==> src/rtl/tmr_pkg.sv <==
// Shared constants and types for the compare timer.
// Assumes byte offsets fit in the bus address width chosen at the top.
package tmr_pkg;

    localparam int unsigned BUS_W = 32;

    // Register byte offsets decoded by the register block
    localparam int unsigned OFS_CTRL  = 'h00;
    localparam int unsigned OFS_PSC   = 'h04;
    localparam int unsigned OFS_STAT  = 'h08;
    localparam int unsigned OFS_IEN   = 'h0C;
    localparam int unsigned OFS_CMP   = 'h10;
    localparam int unsigned OFS_COUNT = 'h24;

    // Control field positions
    localparam int unsigned CTL_RUN_BIT   = 0;
    localparam int unsigned CTL_WAIT_BIT  = 3;
    localparam int unsigned CTL_SRC_LSB   = 6;
    localparam int unsigned CTL_FREE_BIT  = 9;
    localparam int unsigned CTL_XTAL_BIT  = 10;

    // Prescale field position
    localparam int unsigned PSC_LSB = 12;

    // Tick source codes
    localparam logic [2:0] SRC_BUS    = 3'd1;
    localparam logic [2:0] SRC_PERIPH = 3'd2;
    localparam logic [2:0] SRC_XTAL   = 3'd5;

    typedef struct packed {
        logic       xtal_en;
        logic       free_run;
        logic [2:0] src;
        logic       wait_en;
        logic       run;
    } ctrl_t;

endpackage

==> src/rtl/tmr_regs.sv <==
// Register file and read mux of the compare timer.
// Assumes one write per cycle; reads are combinational on the address.
module tmr_regs
    import tmr_pkg::*;
#(
    parameter int unsigned ADDR_W = 12,
    parameter int unsigned CNT_W  = 32,
    parameter int unsigned PSC_W  = 4
) (
    input  logic              clk,
    input  logic              rst_n,
    input  logic              we,
    input  logic [ADDR_W-1:0] addr,
    input  logic [BUS_W-1:0]  wdata,
    output logic [BUS_W-1:0]  rdata,
    input  logic [CNT_W-1:0]  cnt,
    input  logic              flag,
    output ctrl_t             ctrl,
    output logic [PSC_W-1:0]  psc_div,
    output logic [CNT_W-1:0]  cmp,
    output logic              ien,
    output logic              flag_clr
);

    logic hit_ctrl, hit_psc, hit_stat, hit_ien, hit_cmp, hit_count;

    // Decode the byte offset into one-hot register hits
    always_comb begin
        hit_ctrl  = (addr == ADDR_W'(OFS_CTRL));
        hit_psc   = (addr == ADDR_W'(OFS_PSC));
        hit_stat  = (addr == ADDR_W'(OFS_STAT));
        hit_ien   = (addr == ADDR_W'(OFS_IEN));
        hit_cmp   = (addr == ADDR_W'(OFS_CMP));
        hit_count = (addr == ADDR_W'(OFS_COUNT));
    end

    // Capture writes into the implemented fields only
    always_ff @(posedge clk) begin
        if (!rst_n) begin
            ctrl    <= '0;
            psc_div <= '0;
            cmp     <= '0;
            ien     <= 1'b0;
        end else if (we) begin
            if (hit_ctrl) begin
                ctrl.run      <= wdata[CTL_RUN_BIT];
                ctrl.wait_en  <= wdata[CTL_WAIT_BIT];
                ctrl.src      <= wdata[CTL_SRC_LSB +: 3];
                ctrl.free_run <= wdata[CTL_FREE_BIT];
                ctrl.xtal_en  <= wdata[CTL_XTAL_BIT];
            end
            if (hit_psc) psc_div <= wdata[PSC_LSB +: PSC_W];
            if (hit_cmp) cmp     <= wdata[CNT_W-1:0];
            if (hit_ien) ien     <= wdata[0];
        end
    end

    // Write-one-to-clear request for the match flag
    assign flag_clr = we && hit_stat && wdata[0];

    // Read mux; unmapped offsets return zero
    always_comb begin
        rdata = '0;
        if (hit_ctrl) begin
            rdata[CTL_RUN_BIT]       = ctrl.run;
            rdata[CTL_WAIT_BIT]      = ctrl.wait_en;
            rdata[CTL_SRC_LSB +: 3]  = ctrl.src;
            rdata[CTL_FREE_BIT]      = ctrl.free_run;
            rdata[CTL_XTAL_BIT]      = ctrl.xtal_en;
        end
        if (hit_psc)   rdata[PSC_LSB +: PSC_W] = psc_div;
        if (hit_stat)  rdata[0]                = flag;
        if (hit_ien)   rdata[0]                = ien;
        if (hit_cmp)   rdata[CNT_W-1:0]        = cmp;
        if (hit_count) rdata[CNT_W-1:0]        = cnt;
    end

    AST_ONE_HIT: assert property (@(posedge clk) disable iff (!rst_n)
        $onehot0({hit_ctrl, hit_psc, hit_stat, hit_ien, hit_cmp, hit_count}));

    AST_UNMAPPED_ZERO: assert property (@(posedge clk) disable iff (!rst_n)
        !(hit_ctrl | hit_psc | hit_stat | hit_ien | hit_cmp | hit_count) |-> (rdata == '0));

endmodule

==> src/rtl/tmr_tick_sel.sv <==
// Tick source selection and crystal prescaler.
// Assumes both tick inputs are single-cycle enables in the clk domain.
module tmr_tick_sel
    import tmr_pkg::*;
#(
    parameter int unsigned PSC_W = 4
) (
    input  logic             clk,
    input  logic             rst_n,
    input  ctrl_t            ctrl,
    input  logic [PSC_W-1:0] psc_div,
    input  logic             periph_tick,
    input  logic             xtal_tick,
    input  logic             sys_wait,
    output logic             tick
);

    logic [PSC_W-1:0] psc_cnt;
    logic             xtal_on;
    logic             xtal_div;
    logic             raw_tick;

    assign xtal_on  = ctrl.run && ctrl.xtal_en;
    assign xtal_div = xtal_on && xtal_tick && (psc_cnt >= psc_div);

    // Count crystal pulses and wrap after N+1 of them
    always_ff @(posedge clk) begin
        if (!rst_n || !xtal_on) begin
            psc_cnt <= '0;
        end else if (xtal_tick) begin
            if (psc_cnt >= psc_div) psc_cnt <= '0;
            else                    psc_cnt <= psc_cnt + PSC_W'(1);
        end
    end

    // Pick the raw tick from the selected source
    always_comb begin
        unique case (ctrl.src)
            SRC_BUS:    raw_tick = 1'b1;
            SRC_PERIPH: raw_tick = periph_tick;
            SRC_XTAL:   raw_tick = xtal_div;
            default:    raw_tick = 1'b0;
        endcase
    end

    // Gate by run and the low-power wait policy
    assign tick = raw_tick && ctrl.run && (!sys_wait || ctrl.wait_en);

    AST_XTAL_NEEDS_PULSE: assert property (@(posedge clk) disable iff (!rst_n)
        (tick && ctrl.src == SRC_XTAL) |-> (xtal_tick && ctrl.xtal_en));

    AST_PERIPH_NEEDS_PULSE: assert property (@(posedge clk) disable iff (!rst_n)
        (tick && ctrl.src == SRC_PERIPH) |-> periph_tick);

    AST_WAIT_BLOCKS: assert property (@(posedge clk) disable iff (!rst_n)
        (tick && sys_wait) |-> ctrl.wait_en);

    AST_PSC_IDLE: assert property (@(posedge clk) disable iff (!rst_n)
        !xtal_on |=> (psc_cnt == '0));

endmodule

==> src/rtl/tmr_core.sv <==
// Counter, compare and sticky match flag.
// Assumes tick is already gated by run; a set and a clear on the same
// edge leave the flag set.
module tmr_core #(
    parameter int unsigned CNT_W = 32
) (
    input  logic             clk,
    input  logic             rst_n,
    input  logic             run,
    input  logic             free_run,
    input  logic             tick,
    input  logic [CNT_W-1:0] cmp,
    input  logic             flag_clr,
    output logic [CNT_W-1:0] cnt,
    output logic             flag
);

    logic [CNT_W-1:0] cnt_next;
    logic             at_cmp;

    assign at_cmp   = (cnt == cmp);
    assign cnt_next = (!free_run && at_cmp) ? '0 : cnt + CNT_W'(1);

    // Advance the counter on each tick, clear it while stopped
    always_ff @(posedge clk) begin
        if (!rst_n || !run) cnt <= '0;
        else if (tick)      cnt <= cnt_next;
    end

    // Raise the flag when the counter steps onto the compare value
    always_ff @(posedge clk) begin
        if (!rst_n)                                     flag <= 1'b0;
        else if (run && tick && (cnt_next == cmp))      flag <= 1'b1;
        else if (flag_clr)                              flag <= 1'b0;
    end

    AST_STOP_ZERO: assert property (@(posedge clk) disable iff (!rst_n)
        !run |=> (cnt == '0));

    AST_NO_TICK_HOLD: assert property (@(posedge clk) disable iff (!rst_n)
        (run && !tick) |=> $stable(cnt));

    AST_FREE_STEP: assert property (@(posedge clk) disable iff (!rst_n)
        (run && tick && free_run) |=> (cnt == $past(cnt) + CNT_W'(1)));

    AST_RESTART_ZERO: assert property (@(posedge clk) disable iff (!rst_n)
        (run && tick && !free_run && at_cmp) |=> (cnt == '0));

    AST_FLAG_ON_MATCH: assert property (@(posedge clk) disable iff (!rst_n)
        $rose(flag) |-> (cnt == $past(cmp)));

    AST_FLAG_STICKY: assert property (@(posedge clk) disable iff (!rst_n)
        (flag && !flag_clr) |=> flag);

endmodule

==> src/rtl/tmr_top.sv <==
// Free-running compare timer: register bus, tick selection, counter.
// Assumes a single clock domain; tick inputs are one-cycle enables.
module tmr_top
    import tmr_pkg::*;
#(
    parameter int unsigned ADDR_W = 12,
    parameter int unsigned CNT_W  = 32,
    parameter int unsigned PSC_W  = 4
) (
    input  logic              clk,
    input  logic              rst_n,
    input  logic              bus_we,
    input  logic [ADDR_W-1:0] bus_addr,
    input  logic [BUS_W-1:0]  bus_wdata,
    output logic [BUS_W-1:0]  bus_rdata,
    input  logic              periph_tick,
    input  logic              xtal_tick,
    input  logic              sys_wait,
    output logic              irq
);

    ctrl_t            ctrl;
    logic [PSC_W-1:0] psc_div;
    logic [CNT_W-1:0] cmp;
    logic [CNT_W-1:0] cnt;
    logic             ien;
    logic             flag;
    logic             flag_clr;
    logic             tick;

    tmr_regs #(.ADDR_W(ADDR_W), .CNT_W(CNT_W), .PSC_W(PSC_W)) i_regs (
        .clk      (clk),
        .rst_n    (rst_n),
        .we       (bus_we),
        .addr     (bus_addr),
        .wdata    (bus_wdata),
        .rdata    (bus_rdata),
        .cnt      (cnt),
        .flag     (flag),
        .ctrl     (ctrl),
        .psc_div  (psc_div),
        .cmp      (cmp),
        .ien      (ien),
        .flag_clr (flag_clr)
    );

    tmr_tick_sel #(.PSC_W(PSC_W)) i_tick_sel (
        .clk         (clk),
        .rst_n       (rst_n),
        .ctrl        (ctrl),
        .psc_div     (psc_div),
        .periph_tick (periph_tick),
        .xtal_tick   (xtal_tick),
        .sys_wait    (sys_wait),
        .tick        (tick)
    );

    tmr_core #(.CNT_W(CNT_W)) i_core (
        .clk      (clk),
        .rst_n    (rst_n),
        .run      (ctrl.run),
        .free_run (ctrl.free_run),
        .tick     (tick),
        .cmp      (cmp),
        .flag_clr (flag_clr),
        .cnt      (cnt),
        .flag     (flag)
    );

    // Level interrupt from the masked match flag
    assign irq = flag && ien;

    AST_IRQ_NEEDS_FLAG: assert property (@(posedge clk) disable iff (!rst_n)
        irq |-> (bus_addr != ADDR_W'(OFS_STAT) || bus_rdata[0]));

endmodule

==> config.mk <==
export PLATFORM = sky130hd
export DESIGN_NAME = tmr_top
export DESIGN_NICKNAME = d
export VERILOG_FILES = /design/src/rtl/tmr_pkg.sv /design/src/rtl/tmr_regs.sv /design/src/rtl/tmr_tick_sel.sv /design/src/rtl/tmr_core.sv /design/src/rtl/tmr_top.sv
export SDC_FILE = /design/constraint.sdc
export NUM_CORES = 1
export LEC_CHECK = 0
export ABC_AREA = 1
export BUFFER_PORTS_ARGS = -buffer_cell sky130_fd_sc_hd__buf_2
export CELL_PAD_IN_SITES_DETAIL_PLACEMENT = 1
export CELL_PAD_IN_SITES_GLOBAL_PLACEMENT = 2
export CORE_ASPECT_RATIO = 2
export CORE_MARGIN = 2
export CORE_UTILIZATION = 30
export CTS_CLUSTER_SIZE = 16
export DETAILED_ROUTE_END_ITERATION = 10
export PLACE_DENSITY = 0.91
export SYNTH_ARGS = -nofsm -noshare
export SYNTH_HDL_FRONTEND = slang
export SYNTH_SLANG_ARGS = --single-unit
==> constraint.sdc <==
create_clock -name clk -period 2.7 [get_ports clk]
set_input_delay 0 -clock clk [delete_from_list [all_inputs] [get_ports clk]]
set_output_delay 0 -clock clk [all_outputs]
set_load 0.05 [all_outputs]
# After elaboration in Yosys (flattened, before gate mapping)
# Index checks and enable logic that the tools add are counted.
dict set report totals {
  register_bits 81
  inputBits 50
  output_inout_bits 33
}
dict set report op_classes {
  add_sub_neg 2
  magnitude_cmp 1
  n_eq_ne 10
  mux 13
  reduce_logical 25
}
# op n
set op_table {}
lappend op_table {{32-bit two-way mux} 3}
lappend op_table {{32-bit == test} 2}
lappend op_table {{32-bit by 1-bit adder with 32-bit output (second input constant)} 1}
lappend op_table {{12-bit by 4-bit == test with 1-bit output (second input constant)} 2}
lappend op_table {{12-bit by 3-bit == test with 1-bit output (second input constant)} 1}
lappend op_table {{12-bit by 5-bit == test with 1-bit output (second input constant)} 1}
lappend op_table {{12-bit by 6-bit == test with 1-bit output (second input constant)} 1}
lappend op_table {{12-bit logical NOT} 1}
lappend op_table {{1-bit logical AND} 11}
lappend op_table {{4-bit two-way mux} 2}
lappend op_table {{2-bit AND reduction} 4}
lappend op_table {{1-bit two-way mux} 6}
lappend op_table {{1-bit logical NOT} 5}
lappend op_table {{5-bit two-way mux} 1}
lappend op_table {{4-bit by 1-bit adder with 4-bit output (second input constant)} 1}
lappend op_table {{4-bit greater-or-equal comparator} 1}
lappend op_table {{3-bit by 1-bit == test with 1-bit output (second input constant)} 1}
lappend op_table {{3-bit by 2-bit == test with 1-bit output (second input constant)} 1}
lappend op_table {{3-bit == test (second input constant)} 1}
lappend op_table {{1-bit logical OR} 3}
lappend op_table {{1-bit one-hot mux with 3 select lines} 1}
lappend op_table {{2-bit nonzero test} 1}

# Depth between registers and ports, before layout
dict set report logic_depth {
  ltp_word 9
  depth_mapped 20
  ltp_nobuf 19
}

# Modules after synthesis
# From an unflattened synthesis, not the netlist that was laid out.
dict set report hier_totals {
  hier_cells 1059
  hier_area_um2 6087.1
}
# module instances cells_per_inst area_each_um2 seq_area_each_um2
set modules_own_cells {}
lappend modules_own_cells {tmr_core 1 604 3260.6 660.6}
lappend modules_own_cells {tmr_regs 1 403 2484.9 880.8}
lappend modules_own_cells {tmr_tick_sel 1 50 334.1 80.1}
lappend modules_own_cells {tmr_top 1 2 7.5 0.0}

# Worst setup path after synthesis
# Ideal clock, no wire load.
dict set report synth_path {
  kind {input -> output}
  startpoint {input port bus_addr[1]}
  endpoint {output port bus_rdata[16]}
  arrival_ps 2028
  required_ps 2700
  path_slack_ps 672
  cell_stages 8
  n_path_buf 1
  path_cell_list {nor2_1 > inv_1 > nor2_1 > inv_1 > nor2_1 > nand3_1 > clkbuf_1 > o31ai_1}
}
dict set report synth_via {
  elab_chain_len 3
  word_cells_on_any_way 4
  classes_between {eq/ne: 2; mux: 2}
}
# element line_no
set synth_lines {}
lappend synth_lines {{start: declaration} tmr_top.sv:13} ;# input logic [ADDR_W-1:0] bus_addr,
lappend synth_lines {{12-bit by 5-bit == test with 1-bit output} tmr_regs.sv:33} ;# hit_cmp = (addr == ADDR_W'(OFS_CMP));
lappend synth_lines {{32-bit two-way mux} tmr_regs.sv:74} ;# if (hit_cmp) rdata[CNT_W-1:0] = cmp;
lappend synth_lines {{32-bit two-way mux (*)} tmr_regs.sv:75} ;# if (hit_count) rdata[CNT_W-1:0] = cnt;
lappend synth_lines {{end: declaration} tmr_top.sv:15} ;# output logic [BUS_W-1:0] bus_rdata,
# Mark *: on every way between the ends. The rest lies on a longest branch, timed or not.

# Worst setup path after layout
dict set report layout_path {
  startpoint {register i_core.cnt[0]}
  endpoint {register i_core.flag}
}
dict set report layout_via {
  elab_chain_len 6
  word_cells_on_any_way 8
  classes_between {add/sub: 1; eq/ne: 2; mux: 2; reduce/logical: 3}
}
# element line_no
set layout_lines {}
lappend layout_lines {{start: declaration} tmr_core.sv:14} ;# output logic [CNT_W-1:0] cnt,
lappend layout_lines {{start signal: assignment} tmr_core.sv:27} ;# else if (tick) cnt <= cnt_next;
lappend layout_lines {{branches (longest 2 deep; another with 32-bit by 1-bit adder with 32-bit output)} -}
lappend layout_lines {{32-bit two-way mux (*)} tmr_core.sv:22} ;# assign cnt_next = (!free_run && at_cmp) ? '0 : cnt + CNT_W'(1);
lappend layout_lines {{32-bit == test (*)} tmr_core.sv:33} ;# else if (run && tick && (cnt_next == cmp)) flag <= 1'b1;
lappend layout_lines {{1-bit logical AND (*)} tmr_core.sv:33}
lappend layout_lines {{1-bit two-way mux / 2-bit nonzero test (equally long branches)} -}
lappend layout_lines {{end signal: assignment} tmr_core.sv:32} ;# if (!rst_n) flag <= 1'b0;
lappend layout_lines {{end signal: assignment} tmr_core.sv:33}
lappend layout_lines {{end signal: assignment} tmr_core.sv:34} ;# else if (flag_clr) flag <= 1'b0;
lappend layout_lines {{end: declaration} tmr_core.sv:15} ;# output logic flag
# Mark *: on every way between the ends.
# A chain may end at the register's enable or synchronous reset.

==> flow_summary.json <==
{
  "slew_headroom_pct": 56.7,
  "nFillCells": 2472,
  "first_pass_iters": 4,
  "die-area_sq_mm": 0.0197,
  "drtIter0Drc": 185,
  "syn2layout_area_growth_pct": 26.9,
  "max_stage_delay_ns": 0.37,
  "io_pins": 83,
  "clock_latency_ns": 0.35,
  "cpMaxStageDelayCell": "dfxtp_2",
  "ff_latch_area_sq_mm": 0.00162,
  "cts_buffers": 9,
  "path_common_cell": "nand2_1",
  "clockRootBuffer": "clkbuf_16",
  "routed_wl_microns": 21700,
  "yosysSeqAreaShare_pct": 29.2,
  "num_rows": 70,
  "vias_per_cell": 5.09,
  "avgSynthCellArea_sq_um": 6.05,
  "synth_fp_nets": 974,
  "cts_buffer_depth": 2,
  "ir_worst_vdd_mv": 0.337,
  "grt.total_usage_pct": 22.8,
  "worst-r2r-setup-slack_ns": 0.18,
  "placed_cells": 1213,
  "synth-xor-area-share_pct": 4.73,
  "synth_top_family_by_area": "simple AND/OR/NAND/NOR gates",
  "cts_sinks": 81,
  "nets": 1098,
  "required_ns": 2.99,
  "worstMarginPinSlew_ns": 0.649,
  "ys_ff_latch": 81,
  "path_max_fanout": 5,
  "vias": 6431,
  "outcome": "complete, no violations",
  "drive_gt1_share_pct": 15.6,
  "grt_pass1_vias": 6815,
  "power-per-cell-area_mw_per_mm2": 384,
  "finalClockSkew_ns": 0.00821,
  "p_leak_nw": 3.12,
  "hold_ws_ns": 0.0123,
  "core-area_sq_mm": 0.0182,
  "max_cap_violations": 0,
  "portBuffers": 82,
  "min_path_type": "primary input to flip-flop",
  "dp_hpwl_microns": 17100,
  "dieWidth_microns": 100,
  "synth-simple-area-share_pct": 34.3,
  "drc": 0,
  "period_share_pct": 93.4,
  "finalNonFillerCells": 1263,
  "arrival_ns": 2.82,
  "htreeDepth": 3,
  "critPathKind": "flip-flop to flip-flop",
  "post_drt_wl_per_cell_microns": 17.2,
  "setup.worst_path.start_class": "flip-flop",
  "cts.reportedPaths.clkPinSlew_ns": 0.07,
  "die_y_microns": 196,
  "yosys_warnings": 0,
  "path_cells": "ha_1 -> nand2_1 -> nor2_4 -> nand2_2 -> nor3_4 -> nand3_1 -> xor2_1 -> nand2_1 -> nand2_1 -> nand2_1 -> nor2_2 -> nand3b_1 -> nor2_1 -> nand2_1 -> a21oi_2",
  "grt_overflow_total": 0,
  "netlist-cell-type-count": 33,
  "diodes": 0,
  "setup_violations": 0,
  "synthesis.area_sq_mm": 0.00555,
  "timing.setup.tns_ns": 0,
  "synth_compound_area_share_pct": 19.0,
  "min_path_cells": 3,
  "ant_nets": 0,
  "synth_fa_ha_area_share_pct": 1.35,
  "slew_violations": 0,
  "rsz0062_at_grt": "false",
  "start_util_pct": 30.5,
  "hold_viol": 0,
  "synth.mux.area_fraction_pct": 0,
  "r2r_cells": 15,
  "antenna_found_initial": 0,
  "grt_first_pass_wirelength_microns": 34600,
  "endpoint_kind": "flip-flop",
  "cts_tree": "done",
  "grt_max_degree": 48,
  "multi_input_area_sq_mm": 0.00332,
  "synthCells": 918,
  "gp_congestion": 0.905,
  "period_needed_ns": 2.52,
  "clock.fmax_ghz": 0.397
}
metrics by stage:
stage	util (%)	total power [W]	setup slack [ns]	area, sq um
detailed placement	34.9	0.00130	0.00416	6350
global placement	34.9	0.00130	0.0146	6350
floorplan	-	0.00124	0.672	5550
finish	38.7	0.00271	0.179	7050
CTS	38.5	0.00273	0.0311	7020
global route	38.7	0.00279	0.00273	7050
routing by layer:
metal	wire [microns]	GRT usage (%)	up-vias	share of wire (%)
li1	-	-	3230	-
met1	7710	22.2	3044	35
met2	12600	45.4	112	58
met3	376	2.06	45	1.7
met4	993	12.0	0	4.6
met5	0	0	-	0
flip-flops by register name (all words and copies together), names as in the netlist:
name / cells
i_core.flag: 1
i_regs.ien: 1
i_regs.ctrl: 7
i_core.cnt: 32
i_tick_sel.psc_cnt: 4
i_regs.psc_div: 4
i_regs.cmp: 32
logic make-up after synthesis:
kind of cell    count (synthesis)
compound gates                181
xor+xnor                       30
buf+inv                       165
simple gates                  455
flops                          81
fa+ha+maj                       6
where the power goes:
part	leakage [nW]	switching [W]	internal [W]	total, W
sequential	0.653	0.000000124	0.00119	0.00119
clock	0.155	0.000541	0.000862	0.00140
combinational	2.31	0.0000481	0.0000630	0.000111
synth_stat cells, drive strengths merged:
| master | n | area (sq um) |
|---|---|---|
| nand2 | 242 | 916 |
| inv | 124 | 465 |
| nor2 | 111 | 434 |
| dfxtp | 81 | 1620 |
| o21ai | 80 | 400 |
| nand3 | 71 | 360 |
| a21oi | 44 | 224 |
| a211oi | 42 | 315 |
| clkbuf | 30 | 113 |
| xor2 | 23 | 201 |
| nor3 | 20 | 121 |
| nand4 | 9 | 56.3 |
| xnor2 | 7 | 61.3 |
| clkinv | 6 | 22.5 |
| ha | 6 | 75.1 |
| o221ai | 6 | 52.6 |
| buf | 5 | 37.5 |
| a31oi | 4 | 25.0 |
| nand3b | 2 | 15.0 |
| o22ai | 2 | 12.5 |
| o211ai | 1 | 7.51 |
| o31ai | 1 | 7.51 |
| o32ai | 1 | 8.76 |
area by class of cell:
class	count	area share [%]
inverter	130	6.92
timing repair buffer	148	14.4
sequential	81	23.0
clock inverter	4	1.06
tap	216	3.83
clock buffer	12	3.64
multi-input combinational	672	47.1
cell usage in the layout (no fill, tap or decap), drive strengths merged, types with 4 or more instances in the layout:
cell type    synthesis  layout
nand2              242     242
inv                124     124
buf                  5     115
nor2               111     111
dfxtp               81      81
o21ai               80      80
nand3               71      71
a21oi               44      44
a211oi              42      42
dlygate4sd3          0      33
xor2                23      23
nor3                20      20
clkbuf              30      12
nand4                9       9
xnor2                7       7
clkinv               6       6
o221ai               6       6
ha                   6       6
a31oi                4       4
critical path: cells and delay by family (launching register included):
family	cells	cell delay, ns
adders and majority gates	1	0.17
xor gates and xnor gates	1	0.23
AOI/OAI and AO/OA	1	0.11
and+or+nand+nor	12	1.59
DFF	1	0.37
timing repair:
action / in CTS / in global routing
endpoints found under the hold margin: 43 / 0
buffers inserted: 0 / 1
gates resized for setup: 2 / 7
setup endpoints to repair: 1 / 2
hold buffers: 33 / 0
pin swaps: 0 / 1
worst paths after layout:
path                              start                  endpoint
min reg2reg     i_regs.ien$_SDFFE_PN0P_   i_regs.ien$_SDFFE_PN0P_
min                              bus_we   i_regs.ien$_SDFFE_PN0P_
max reg2reg  i_core.cnt[0]$_SDFFE_PP0P_  i_core.flag$_SDFFE_PN0P_
max          i_core.cnt[0]$_SDFFE_PP0P_  i_core.flag$_SDFFE_PN0P_
(Power assumes the default switching activity.)
